`config.mk`:
```
export PLATFORM = sky130hd
export DESIGN_NAME = sbp_top
export DESIGN_NICKNAME = d
export VERILOG_FILES = /design/src/rtl/sbp_pkg.sv /design/src/rtl/sbp_sync.sv /design/src/rtl/sbp_clkgen.sv /design/src/rtl/sbp_regs.sv /design/src/rtl/sbp_shifter.sv /design/src/rtl/sbp_top.sv
export SDC_FILE = /design/constraint.sdc
export NUM_CORES = 1
export LEC_CHECK = 0
export BUFFER_PORTS_ARGS = -buffer_cell sky130_fd_sc_hd__buf_2
export CAP_MARGIN = 20
export CORE_MARGIN = 10
export CORE_UTILIZATION = 55
export DETAILED_ROUTE_END_ITERATION = 6
export PLACE_DENSITY = 0.74
export SYNTH_ARGS = -nofsm -noshare
export SYNTH_HDL_FRONTEND = slang
export SYNTH_SLANG_ARGS = --single-unit
```
`constraint.sdc`:
```
create_clock -name clk -period 3 [get_ports clk]
set_clock_uncertainty 0.15 [all_clocks]
set_input_delay 0.3 -clock clk [delete_from_list [all_inputs] [get_ports clk]]
set_output_delay 0.3 -clock clk [all_outputs]
set_load 0.02 [all_outputs]
```
`src/rtl/sbp_pkg.sv`:
```
package sbp_pkg;
    localparam int unsigned ADDR_W = 2;

    typedef enum logic [ADDR_W-1:0] {
        A_CTRL = 2'd0,
        A_DIV  = 2'd1,
        A_DATA = 2'd2,
        A_STAT = 2'd3
    } addr_e;

    typedef struct packed {
        logic irq_en;
        logic lsb_first;
        logic cpha;
        logic cpol;
        logic master;
    } ctrl_t;

    localparam int unsigned CTRL_W = $bits(ctrl_t);

    typedef enum logic [2:0] {
        ST_IDLE,
        ST_M_RUN,
        ST_S_WAIT,
        ST_S_SHIFT,
        ST_S_DONE
    } state_e;
endpackage

```
`src/rtl/sbp_sync.sv`:
```
module sbp_sync #(
    parameter int unsigned         WIDTH   = 3,
    parameter int unsigned         STAGES  = 2,
    parameter logic [WIDTH-1:0]    RST_VAL = '0
) (
    input  logic             clk,
    input  logic             rst_n,
    input  logic [WIDTH-1:0] d,
    output logic [WIDTH-1:0] q
);
    logic [STAGES-1:0][WIDTH-1:0] stg_q;

    always_ff @(posedge clk or negedge rst_n) begin
        if (!rst_n) begin
            stg_q <= {STAGES{RST_VAL}};
        end else begin
            stg_q[0] <= d;
            for (int i = 1; i < int'(STAGES); i++) begin
                stg_q[i] <= stg_q[i-1];
            end
        end
    end

    assign q = stg_q[STAGES-1];
endmodule

```
`src/rtl/sbp_clkgen.sv`:
```
module sbp_clkgen #(
    parameter int unsigned DIV_W = 8
) (
    input  logic             clk,
    input  logic             rst_n,
    input  logic             run_i,
    input  logic [DIV_W-1:0] div_i,
    output logic             tick_o
);
    logic [DIV_W-1:0] cnt_q;

    assign tick_o = run_i && (cnt_q == div_i);

    always_ff @(posedge clk or negedge rst_n) begin
        if (!rst_n) begin
            cnt_q <= '0;
        end else if (!run_i || tick_o) begin
            cnt_q <= '0;
        end else begin
            cnt_q <= cnt_q + 1'b1;
        end
    end

    // with a nonzero divider two half-period ticks never touch
    p_tick_spacing_r4: assert property (@(posedge clk) disable iff (!rst_n)
        (tick_o && div_i != '0 && $stable(div_i)) |=> !tick_o);
endmodule

```
`src/rtl/sbp_regs.sv`:
```
module sbp_regs
    import sbp_pkg::*;
#(
    parameter int unsigned DATA_W = 8
) (
    input  logic              clk,
    input  logic              rst_n,
    input  logic [ADDR_W-1:0] addr_i,
    input  logic              wr_i,
    input  logic [DATA_W-1:0] wdata_i,
    output logic [DATA_W-1:0] rdata_o,
    input  logic              busy_i,
    input  logic              done_i,
    input  logic [DATA_W-1:0] rx_i,
    output ctrl_t             ctrl_o,
    output logic [DATA_W-1:0] div_o,
    output logic [DATA_W-1:0] tx_o,
    output logic              start_o,
    output logic              irq_o
);
    ctrl_t             ctrl_q;
    logic [DATA_W-1:0] div_q;
    logic [DATA_W-1:0] tx_q;
    logic [DATA_W-1:0] rx_q;
    logic              flag_q;
    logic              start_q;
    logic              lock;
    logic              wr_ok;

    assign lock  = busy_i || start_q;
    assign wr_ok = wr_i && !lock;

    always_ff @(posedge clk or negedge rst_n) begin
        if (!rst_n) begin
            ctrl_q  <= '0;
            div_q   <= '0;
            tx_q    <= '0;
            rx_q    <= '0;
            flag_q  <= 1'b0;
            start_q <= 1'b0;
        end else begin
            start_q <= wr_ok && (addr_i == A_DATA) && ctrl_q.master;
            if (wr_ok && addr_i == A_CTRL) begin
                ctrl_q <= ctrl_t'(wdata_i[CTRL_W-1:0]);
            end
            if (wr_ok && addr_i == A_DIV) begin
                div_q <= wdata_i;
            end
            if (wr_ok && addr_i == A_DATA) begin
                tx_q <= wdata_i;
            end
            if (done_i) begin
                flag_q <= 1'b1;
                rx_q   <= rx_i;
            end else if (wr_i && addr_i == A_STAT) begin
                flag_q <= 1'b0;
            end
        end
    end

    always_comb begin
        rdata_o = '0;
        unique case (addr_e'(addr_i))
            A_CTRL:  rdata_o[CTRL_W-1:0] = ctrl_q;
            A_DIV:   rdata_o = div_q;
            A_DATA:  rdata_o = rx_q;
            A_STAT:  rdata_o[0] = flag_q;
            default: rdata_o = '0;
        endcase
    end

    assign ctrl_o  = ctrl_q;
    assign div_o   = div_q;
    assign tx_o    = tx_q;
    assign start_o = start_q;
    assign irq_o   = flag_q && ctrl_q.irq_en;

    // the flag only rises one cycle after the engine reports completion
    p_flag_after_done_r8: assert property (@(posedge clk) disable iff (!rst_n)
        $rose(flag_q) |-> $past(done_i));

    // configuration and outgoing byte are frozen while the engine is busy
    p_locked_while_busy_r9: assert property (@(posedge clk) disable iff (!rst_n)
        busy_i |=> ($stable(ctrl_q) && $stable(div_q) && $stable(tx_q)));
endmodule

```
`src/rtl/sbp_shifter.sv`:
```
module sbp_shifter
    import sbp_pkg::*;
#(
    parameter int unsigned DATA_W = 8
) (
    input  logic              clk,
    input  logic              rst_n,
    input  logic              master_i,
    input  logic              cpol_i,
    input  logic              cpha_i,
    input  logic              lsb_i,
    input  logic              start_i,
    input  logic [DATA_W-1:0] tx_i,
    input  logic              tick_i,
    input  logic              sck_s_i,
    input  logic              ss_n_s_i,
    input  logic              sdi_s_i,
    input  logic              sdi_raw_i,
    output logic              run_o,
    output logic              sck_o,
    output logic              ss_n_o,
    output logic              sdo_o,
    output logic              busy_o,
    output logic              done_o,
    output logic [DATA_W-1:0] rx_o
);
    localparam int unsigned         CNT_W     = $clog2(2 * DATA_W);
    localparam logic [CNT_W-1:0]    LAST_EDGE = CNT_W'(2 * DATA_W - 1);
    localparam logic [CNT_W-1:0]    LAST_PAIR = CNT_W'(2 * DATA_W - 2);

    state_e            state_q, state_d;
    logic [CNT_W-1:0]  edge_cnt_q;
    logic [DATA_W-1:0] tx_sh_q;
    logic [DATA_W-1:0] rx_sh_q;
    logic              sdo_q;
    logic              sck_q;
    logic              ss_q;
    logic              done_q;
    logic              sck_prev_q;
    logic              ss_prev_q;

    logic sck_chg, ss_fall, ss_rise;
    logic ev_edge, is_lead, is_last, sample_ev, drive_ev, samp_last;
    logic din, done_d, launch;

    function automatic logic pick_bit(input logic [DATA_W-1:0] v, input logic lsb);
        return lsb ? v[0] : v[DATA_W-1];
    endfunction

    function automatic logic [DATA_W-1:0] advance(input logic [DATA_W-1:0] v, input logic lsb);
        return lsb ? (v >> 1) : (v << 1);
    endfunction

    // event decode
    assign sck_chg   = (sck_s_i != sck_prev_q);
    assign ss_fall   = ss_prev_q && !ss_n_s_i;
    assign ss_rise   = !ss_prev_q && ss_n_s_i;
    assign ev_edge   = ((state_q == ST_M_RUN) && tick_i) ||
                       (((state_q == ST_S_WAIT) || (state_q == ST_S_SHIFT)) && sck_chg);
    assign is_lead   = !edge_cnt_q[0];
    assign is_last   = (edge_cnt_q == LAST_EDGE);
    assign sample_ev = ev_edge && (cpha_i ? !is_lead : is_lead);
    assign drive_ev  = ev_edge && (cpha_i ? is_lead : (!is_lead && !is_last));
    assign samp_last = sample_ev && (edge_cnt_q >= LAST_PAIR);
    assign din       = master_i ? sdi_raw_i : sdi_s_i;
    assign launch    = (state_q == ST_IDLE) && (state_d != ST_IDLE);

    // next-state logic
    always_comb begin
        state_d = state_q;
        unique case (state_q)
            ST_IDLE: begin
                if (master_i && start_i) begin
                    state_d = ST_M_RUN;
                end else if (!master_i && ss_fall) begin
                    state_d = cpha_i ? ST_S_WAIT : ST_S_SHIFT;
                end
            end
            ST_M_RUN: begin
                if (tick_i && is_last) begin
                    state_d = ST_IDLE;
                end
            end
            ST_S_WAIT: begin
                if (ss_rise) begin
                    state_d = ST_IDLE;
                end else if (sck_chg) begin
                    state_d = ST_S_SHIFT;
                end
            end
            ST_S_SHIFT: begin
                if (ss_rise) begin
                    state_d = ST_IDLE;
                end else if (samp_last) begin
                    state_d = ST_S_DONE;
                end
            end
            ST_S_DONE: begin
                if (ss_rise) begin
                    state_d = ST_IDLE;
                end
            end
            default: state_d = ST_IDLE;
        endcase
    end

    assign done_d = ((state_q == ST_M_RUN) && tick_i && is_last) ||
                    ((state_q == ST_S_SHIFT) && !ss_rise && samp_last && cpha_i) ||
                    ((state_q == ST_S_DONE) && ss_rise && !cpha_i);

    // state register
    always_ff @(posedge clk or negedge rst_n) begin
        if (!rst_n) begin
            state_q <= ST_IDLE;
        end else begin
            state_q <= state_d;
        end
    end

    // datapath and output registers
    always_ff @(posedge clk or negedge rst_n) begin
        if (!rst_n) begin
            edge_cnt_q <= '0;
            tx_sh_q    <= '0;
            rx_sh_q    <= '0;
            sdo_q      <= 1'b0;
            sck_q      <= 1'b0;
            ss_q       <= 1'b1;
            done_q     <= 1'b0;
            sck_prev_q <= 1'b0;
            ss_prev_q  <= 1'b1;
        end else begin
            done_q     <= done_d;
            sck_prev_q <= sck_s_i;
            ss_prev_q  <= ss_n_s_i;
            ss_q       <= (state_d != ST_M_RUN);
            if (state_q == ST_IDLE) begin
                sck_q <= cpol_i;
            end else if ((state_q == ST_M_RUN) && tick_i) begin
                sck_q <= ~sck_q;
            end
            if (launch) begin
                edge_cnt_q <= '0;
                if (!cpha_i) begin
                    sdo_q   <= pick_bit(tx_i, lsb_i);
                    tx_sh_q <= advance(tx_i, lsb_i);
                end else begin
                    tx_sh_q <= tx_i;
                end
            end else if (ev_edge) begin
                edge_cnt_q <= edge_cnt_q + 1'b1;
                if (sample_ev) begin
                    rx_sh_q <= lsb_i ? {din, rx_sh_q[DATA_W-1:1]}
                                     : {rx_sh_q[DATA_W-2:0], din};
                end
                if (drive_ev) begin
                    sdo_q   <= pick_bit(tx_sh_q, lsb_i);
                    tx_sh_q <= advance(tx_sh_q, lsb_i);
                end
            end
        end
    end

    assign run_o  = (state_q == ST_M_RUN);
    assign sck_o  = sck_q;
    assign ss_n_o = ss_q;
    assign sdo_o  = sdo_q;
    assign busy_o = (state_q != ST_IDLE);
    assign done_o = done_q;
    assign rx_o   = rx_sh_q;

    // completion is a single-cycle event
    p_done_single_r8: assert property (@(posedge clk) disable iff (!rst_n)
        done_q |=> !done_q);

    // after the sixteenth edge the clock is back at rest and select released
    p_master_rest_r3: assert property (@(posedge clk) disable iff (!rst_n)
        ($past(state_q) == ST_M_RUN && state_q == ST_IDLE) |-> (ss_n_o && sck_q == cpol_i));

    // select rising in mid-byte produces no completion
    p_abort_no_done_r12: assert property (@(posedge clk) disable iff (!rst_n)
        (state_q == ST_S_SHIFT && ss_rise) |=> !done_q);
endmodule

```
`src/rtl/sbp_top.sv`:
```
module sbp_top
    import sbp_pkg::*;
#(
    parameter int unsigned DATA_W      = 8,
    parameter int unsigned SYNC_STAGES = 2
) (
    input  logic              clk,
    input  logic              rst_n,
    input  logic [1:0]        reg_addr,
    input  logic              reg_wr,
    input  logic [DATA_W-1:0] reg_wdata,
    output logic [DATA_W-1:0] reg_rdata,
    output logic              irq,
    input  logic              sck_i,
    input  logic              ss_n_i,
    input  logic              sdi,
    output logic              sck_o,
    output logic              ss_n_o,
    output logic              sdo
);
    localparam int unsigned DIV_W = DATA_W;

    ctrl_t             ctrl;
    logic [DIV_W-1:0]  div;
    logic [DATA_W-1:0] tx_byte;
    logic [DATA_W-1:0] rx_byte;
    logic              start, busy, done, tick, run;
    logic [2:0]        pins_s;

    sbp_regs #(.DATA_W(DATA_W)) u_regs (
        .clk     (clk),
        .rst_n   (rst_n),
        .addr_i  (reg_addr),
        .wr_i    (reg_wr),
        .wdata_i (reg_wdata),
        .rdata_o (reg_rdata),
        .busy_i  (busy),
        .done_i  (done),
        .rx_i    (rx_byte),
        .ctrl_o  (ctrl),
        .div_o   (div),
        .tx_o    (tx_byte),
        .start_o (start),
        .irq_o   (irq)
    );

    sbp_sync #(.WIDTH(3), .STAGES(SYNC_STAGES), .RST_VAL(3'b010)) u_sync (
        .clk   (clk),
        .rst_n (rst_n),
        .d     ({sdi, ss_n_i, sck_i}),
        .q     (pins_s)
    );

    sbp_clkgen #(.DIV_W(DIV_W)) u_clkgen (
        .clk    (clk),
        .rst_n  (rst_n),
        .run_i  (run),
        .div_i  (div),
        .tick_o (tick)
    );

    sbp_shifter #(.DATA_W(DATA_W)) u_shifter (
        .clk       (clk),
        .rst_n     (rst_n),
        .master_i  (ctrl.master),
        .cpol_i    (ctrl.cpol),
        .cpha_i    (ctrl.cpha),
        .lsb_i     (ctrl.lsb_first),
        .start_i   (start),
        .tx_i      (tx_byte),
        .tick_i    (tick),
        .sck_s_i   (pins_s[0]),
        .ss_n_s_i  (pins_s[1]),
        .sdi_s_i   (pins_s[2]),
        .sdi_raw_i (sdi),
        .run_o     (run),
        .sck_o     (sck_o),
        .ss_n_o    (ss_n_o),
        .sdo_o     (sdo),
        .busy_o    (busy),
        .done_o    (done),
        .rx_o      (rx_byte)
    );
endmodule

```
==> results of run 1 <==
cells by family after synthesis:
group | count (synthesis) | share of synthesized area
DFF | 74 | 0.504
muxes | 54 | 0.158
buffers and inverters | 21 | 0.0251
xor gates and xnor gates | 16 | 0.0380
AOI/OAI and AO/OA | 67 | 0.123
adders and majority gates | 9 | 0.0305
and+or+nand+nor | 87 | 0.121
timing repair:
action / CTS / global route
setup buffers: 0 / 0
endpoints found under the setup margin: 0 / 0
endpoints found under the hold margin: 73 / 0
hold buffers: 4 / 0
routing by layer:
| layer | part of all wire | up-vias | global-route usage | routed length [µm] |
|---|---|---|---|---|
| li1 | - | 1249 | - | - |
| met4 | 0.022 | 0 | 0.0607 | 181 |
| met2 | 0.48 | 64 | 0.272 | 3980 |
| met5 | 0 | - | 0 | 0 |
| met3 | 0.062 | 18 | 0.0472 | 510 |
| met1 | 0.43 | 1306 | 0.211 | 3580 |
report_power, final:
| group | leakage, µW | switching, µW | internal [µW] |
|---|---|---|---|
| registers | 0.000920 | 383 | 1320 |
| logic | 0.000908 | 719 | 653 |
| clock network | 0.000120 | 374 | 574 |
flip-flops by register name (all words and copies together) (netlist names):
| register | flops |
|---|---|
| u_shifter.sdo_o | 1 |
| u_shifter.rx_o | 8 |
| u_regs.div_o | 8 |
| u_shifter.state_q | 3 |
| u_shifter.edge_cnt_q | 4 |
| u_regs.tx_o | 8 |
| u_shifter.ss_prev_q | 1 |
| u_clkgen.cnt_q | 8 |
| u_regs.start_o | 1 |
| u_sync.q | 3 |
| u_sync.stg_q | 3 |
| u_regs.ctrl_o | 5 |
| u_shifter.done_o | 1 |
| u_shifter.ss_n_o | 1 |
| u_shifter.sck_o | 1 |
| u_shifter.sck_prev_q | 1 |
| u_regs.flag_q | 1 |
| u_shifter.tx_sh_q | 8 |
| u_regs.rx_q | 8 |
worst max-delay path by stage:
stage                                      startpoint  cells past startpoint                       endpoint
after floorplan           u_clkgen.cnt_q[2]$_DFF_PN0_                      6  u_shifter.rx_o[7]$_DFFE_PN0P_
after global placement    u_regs.div_o[7]$_DFFE_PN0P_                      5  u_shifter.rx_o[7]$_DFFE_PN0P_
after CTS                 u_clkgen.cnt_q[2]$_DFF_PN0_                      5  u_shifter.rx_o[0]$_DFFE_PN0P_
final                     u_clkgen.cnt_q[2]$_DFF_PN0_                      5  u_shifter.rx_o[0]$_DFFE_PN0P_
after global routing      u_clkgen.cnt_q[2]$_DFF_PN0_                      5  u_shifter.rx_o[0]$_DFFE_PN0P_
after detailed placement  u_regs.div_o[7]$_DFFE_PN0P_                      5  u_shifter.rx_o[7]$_DFFE_PN0P_
cells in the final DEF, fill, tap and decap left out, types with 2 or more instances in the layout:
| cell | n |
|---|---|
| a211oi_1 | 2 |
| a21o_1 | 2 |
| a21oi_1 | 25 |
| a221o_1 | 3 |
| a222oi_1 | 5 |
| a22oi_1 | 5 |
| a31o_2 | 4 |
| and2_1 | 6 |
| and3_1 | 4 |
| buf_2 | 26 |
| buf_4 | 7 |
| bufinv_16 | 3 |
| clkbuf_8 | 10 |
| dfrtp_1 | 70 |
| dfstp_2 | 4 |
| dlygate4sd3_1 | 4 |
| ha_1 | 9 |
| inv_1 | 5 |
| mux2_1 | 2 |
| mux2_2 | 32 |
| mux2i_1 | 20 |
| nand2_1 | 15 |
| nand2b_1 | 5 |
| nand3_1 | 9 |
| nand4_1 | 4 |
| nor2_1 | 30 |
| nor2b_1 | 6 |
| nor4_2 | 2 |
| o21ai_0 | 8 |
| o221ai_1 | 2 |
| o22ai_1 | 4 |
| xnor2_1 | 3 |
| xor2_1 | 13 |
final cells by class:
| cell class | count | area (µm²) | area share |
|---|---|---|---|
| sequential | 74 | 1860 | 0.445 |
| multi-input combinational | 233 | 1740 | 0.416 |
| timing repair buffer | 37 | 223 | 0.0533 |
| clock buffer | 11 | 141 | 0.0339 |
| clock inverter | 5 | 103 | 0.0246 |
| tap | 77 | 96.3 | 0.0231 |
| inverter | 5 | 18.8 | 0.00449 |
metrics by stage:
stage | hold WS (ns) | worst slack, ns
5_1_grt | 0.0613 | 0.282
3_3_place_gp | 0.182 | 0.597
6_report | 0.0633 | 0.462
3_5_place_dp | 0.185 | 0.528
2_1_floorplan | -0.146 | 0.936
4_1_cts | 0.0507 | 0.499
==> results.cfg, run 1 <==
[die]
ios = 28
die_w_um = 102
die_area_um2 = 10400
start_util = 0.574
core_um2 = 6420
rows = 29
die_h_um = 102

[placed_design]
dp_hpwl_um = 5810
port_buffers = 27
placedCellCount = 422
globalplace.congestion = 0.811
placed_cell_area_um2 = 3890

[critical_path]
path_max_fanout = 13
critPathBufInv = 0
max_stage_delay_ns = 0.48
cp.required_ns = 3.08
critPathSlowestCell = nor4_2
path_class = reg2reg
start_kind = register
timing.rr.end = u_shifter.rx_o[0]$_DFFE_PN0P_
end_kind = register
reg2reg_depth = 5
crit_arrival_ns = 2.62
crit_family = simple AND/OR/NAND/NOR gates
path_cells = xor2_1 -> nor4_2 -> a31o_2 -> and2_1 -> mux2_1
r2r_setup_slack_ns = 0.46
r2r_start = u_clkgen.cnt_q[2]$_DFF_PN0_

[logic_synthesis]
synth_edf_count = 0
syn_inst = 328
ys_top_cells_by_count = dfrtp_1 (70), mux2_2 (32), nor2_1 (30), a21oi_1 (25), mux2i_1 (20)
yosysTopAreaCellShare = 0.475
synth.top_cells.by_area = dfrtp_1 (48%), mux2_2 (9.8%), mux2i_1 (5.4%), a21oi_1 (3.4%), xor2_1 (3.1%)
syn_avg_cell_area_um2 = 11.2
async_flop_share = 1.00
synth_area_um2 = 3690
ys_ff_latch = 74
synth.largest_area_cell = dfrtp_1
yosys_warnings = 0
yosysSeqAreaShare = 0.504
synth_most_common_cell = dfrtp_1
syn_nets = 353
yosysUniqueCellTypes = 46
ys_dominant_reg_cell = dfrtp_1

[cts]
clk_latency_ns = 0.35
cts_tree = done
path_clk_slew_ns = 0.08
root_buffer = clkbuf_8
clock_sinks = 74
cts_buffer_depth = 2
cts_resized = 0
cts_made_buffers = 9
htreeDepth = 3

[global_routing]
overflow = 0
antenna_found_initial = 0
grt_max_degree = 75
first_global_vias = 2708
grt_use_total = 0.168
grt_pass1_wl_um = 13700

[sta]
worst_slew_pin_slew_ns = 0.922
period_needed_ns = 2.54
hold_viol = 0
fin_crit_sh = 0.846
rsz0062_at_grt = no
slew_violations = 0
tns_ns = 0
fmax_mhz = 394
slew_headroom = 0.385
setup_viol = 0

[power]
p_leak_uw = 0.00195
finalPower_uw = 4020
vdd_ir_drop_max_mv = 0.537
power.density_nw_per_um2 = 963

[drt]
drtIter0Drc = 145
drc_errors = 0
first_pass_iters = 5
drtAntennaViolNets = 0
vias = 2637
drt-vias-per-instance = 5.97
wl_per_cell_um = 18.7
wl_um = 8250

[layout]
drive_above_1_share = 0.255
diodes = 0
finalNonFillerCells = 442
syn_to_final_growth_pct = 13.3
nNetsFinal = 385
fill_cells = 492
final_core_util = 0.650
finish.instance_area_um2 = 4180

[hold_path]
hold_path_end = u_regs.tx_o[6]$_DFFE_PN0P_
hold_path_class = in2reg
hp-start = reg_wdata[6]
min_path_cells = 2

[run_status]
outcome = complete, no violations

[flow_run]
cap_violations = 0
No activity file was read; power rests on OpenSTA's default activity.
==> inputs of run 2 (changes only) <==
--- a/config.mk
+++ b/config.mk
@@ -8,9 +8,9 @@
 export BUFFER_PORTS_ARGS = -buffer_cell sky130_fd_sc_hd__buf_2
 export CAP_MARGIN = 20
 export CORE_MARGIN = 10
-export CORE_UTILIZATION = 55
+export CORE_UTILIZATION = 54
 export DETAILED_ROUTE_END_ITERATION = 6
-export PLACE_DENSITY = 0.74
+export PLACE_DENSITY = 0.76
 export SYNTH_ARGS = -nofsm -noshare
 export SYNTH_HDL_FRONTEND = slang
 export SYNTH_SLANG_ARGS = --single-unit
==> constraint.sdc (replaced) <==
create_clock -name clk -period 2.2 [get_ports clk]
set_clock_uncertainty 0.15 [all_clocks]
set_input_delay 0.22 -clock clk [delete_from_list [all_inputs] [get_ports clk]]
set_output_delay 0.22 -clock clk [all_outputs]
set_load 0.02 [all_outputs]
==> run 2 against run 1 <==
Effect of this change: die area rose by 1.5%; critical endpoint is now u_shifter.tx_sh_q[4]$_DFFE_PN0P_; flip-flop and latch count did not move; critical path depth rose by 1; sequential share of layout area fell by 1.3 points; final cell count rose by 4.5%; global-route usage fell by 0.27 points; cell area rose by 3.1%; sequential power rose by 34%; worst hold slack got worse by 0.047 ns; worst setup slack got worse by 0.37 ns; first-iteration DRC count rose by 6.2%; via count rose by 2.5%.
==> results.cfg, run 2 (synthesis gave the netlist of run 1 again) <==
[sta]
slew_headroom = 0.709
period_needed_ns = 2.11
setup_viol = 0
slew_violations = 0
worst_slew_pin_slew_ns = 0.437
fmax_mhz = 474
fin_crit_sh = 0.959
rsz0062_at_grt = no
setup_slack_ns = 0.0904
hold_viol = 0

[placed_design]
placed_cell_area_um2 = 3990
placedCellCount = 436
globalplace.congestion = 0.856
port_buffers = 27
dp_hpwl_um = 5850
dpl_worst_slack_ns = -0.0286

[die]
die_w_um = 103
core_um2 = 6720
ios = 28
start_util = 0.549
die_h_um = 103
die_area_um2 = 10500
rows = 30

[critical_path]
critPathSlowestCell = dfrtp_1
crit_family = compound AO/OA/AOI/OAI gates
start_kind = register
path_max_fanout = 5
critPathBufInv = 1
max_stage_delay_ns = 0.45
path_class = reg2reg
cp.required_ns = 2.28
critPathLaunch = u_clkgen.cnt_q[2]$_DFF_PN0_
end_kind = register
crit_arrival_ns = 2.19
r2r_start = u_clkgen.cnt_q[2]$_DFF_PN0_
path_cells = xor2_1 -> nor4_2 -> a31o_2 -> buf_4 -> a21oi_1 -> a221o_1
r2r_setup_slack_ns = 0.09

[drt]
drc_errors = 0
wl_um = 8040
wl_per_cell_um = 17.4
first_pass_iters = 4
drt-vias-per-instance = 5.85
drtAntennaViolNets = 0
vias = 2703
drtIter0Drc = 154

[layout]
syn_to_final_growth_pct = 16.8
drive_above_1_share = 0.283
nNetsFinal = 402
diodes = 0
final_core_util = 0.641
finish.instance_area_um2 = 4310
layout_common_cells = dfrtp_1 (69), mux2_2 (32), nor2_1 (30)
finalNonFillerCells = 462
final_common_cell = dfrtp_1

[cts]
cts_buffer_depth = 2
htreeDepth = 3
path_clk_slew_ns = 0.08
root_buffer = clkbuf_8
clk_latency_ns = 0.35
cts_made_buffers = 9
clock_sinks = 74
cts_tree = done

[power]
vdd_ir_drop_max_mv = 0.680
swShare = 0.369
p_seq_frac = 0.415
net-switching-power_uw = 2020
p_leak_uw = 0.00202
comb_power_share = 0.377
power.density_nw_per_um2 = 1270
intPower_uw = 3450
finalPower_uw = 5460
clock_power_share = 0.208

[global_routing]
antenna_found_initial = 0
grt_use_total = 0.165
overflow = 0
first_global_vias = 2729
grt_pass1_wl_um = 13600
grt_max_degree = 49

[hold_path]
hold_path_class = in2reg
hp-start = reg_wdata[2]

[run_status]
outcome = complete, no violations

[flow_run]
cap_violations = 0
## run 2: cell count changes in the layout (fill, tap and decap cells not counted), moves of 2 or more
cell	previous run	this run
buf_4	7	18
dlygate4sd3_1	4	9
nand2_1	15	13
nand2_2	0	2
## run 2: path summary, 6_finish.rpt
path	to	cells past startpoint
max in group asynchronous	u_regs.ctrl_o[3]$_DFFE_PN0P_	3
min in group asynchronous	u_shifter.tx_sh_q[2]$_DFFE_PN0P_	2
worst min register to register	u_sync.q[0]$_DFF_PN0_	0
worst max register to register	u_shifter.tx_sh_q[4]$_DFFE_PN0P_	6
worst min-delay path	u_regs.tx_o[2]$_DFFE_PN0P_	2
worst max-delay path	u_shifter.tx_sh_q[4]$_DFFE_PN0P_	6
## run 2: repair_timing
item	CTS	global route
setup buffers	0	1
setup endpoints to repair	2	15
endpoints found under the hold margin	38	0
hold buffers	9	0
pin swaps	0	3
resized for setup	1	4
## run 2: area by class of cell
type / instances / area (µm²)
fillers: 540 / 2410
flip-flops and latches: 74 / 1860
multi-input cells: 233 / 1750
repair buffers: 54 / 375
clock buffers: 11 / 131
well taps: 80 / 100
clock inverters: 5 / 78.8
inverters: 5 / 18.8
## run 2: power by group through the flow
stage	clock network (µW)	registers, µW	logic, µW
6_report	1140	2270	2060
5_1_grt	1230	2340	2290
4_1_cts	1170	2260	2050
3_5_place_dp	0	2280	2020
3_3_place_gp	0	2270	1970
2_1_floorplan	0	2170	1470
## run 2: through the flow
stage	hold slack [ns]	TNS [ns]
2_1_floorplan	-0.226	0
3_3_place_gp	0.00534	0
3_5_place_dp	0.0113	-0.0564
4_1_cts	0.000685	0
5_1_grt	0.00788	0
6_report	0.0160	0
## run 2: layer usage
layer  part of all wire  track usage  wire length [µm]
met1               0.45        0.222              3630
met3              0.048       0.0355               386
met5                  0            0                 0
met2               0.48        0.250              3880
met4              0.017       0.0738               140
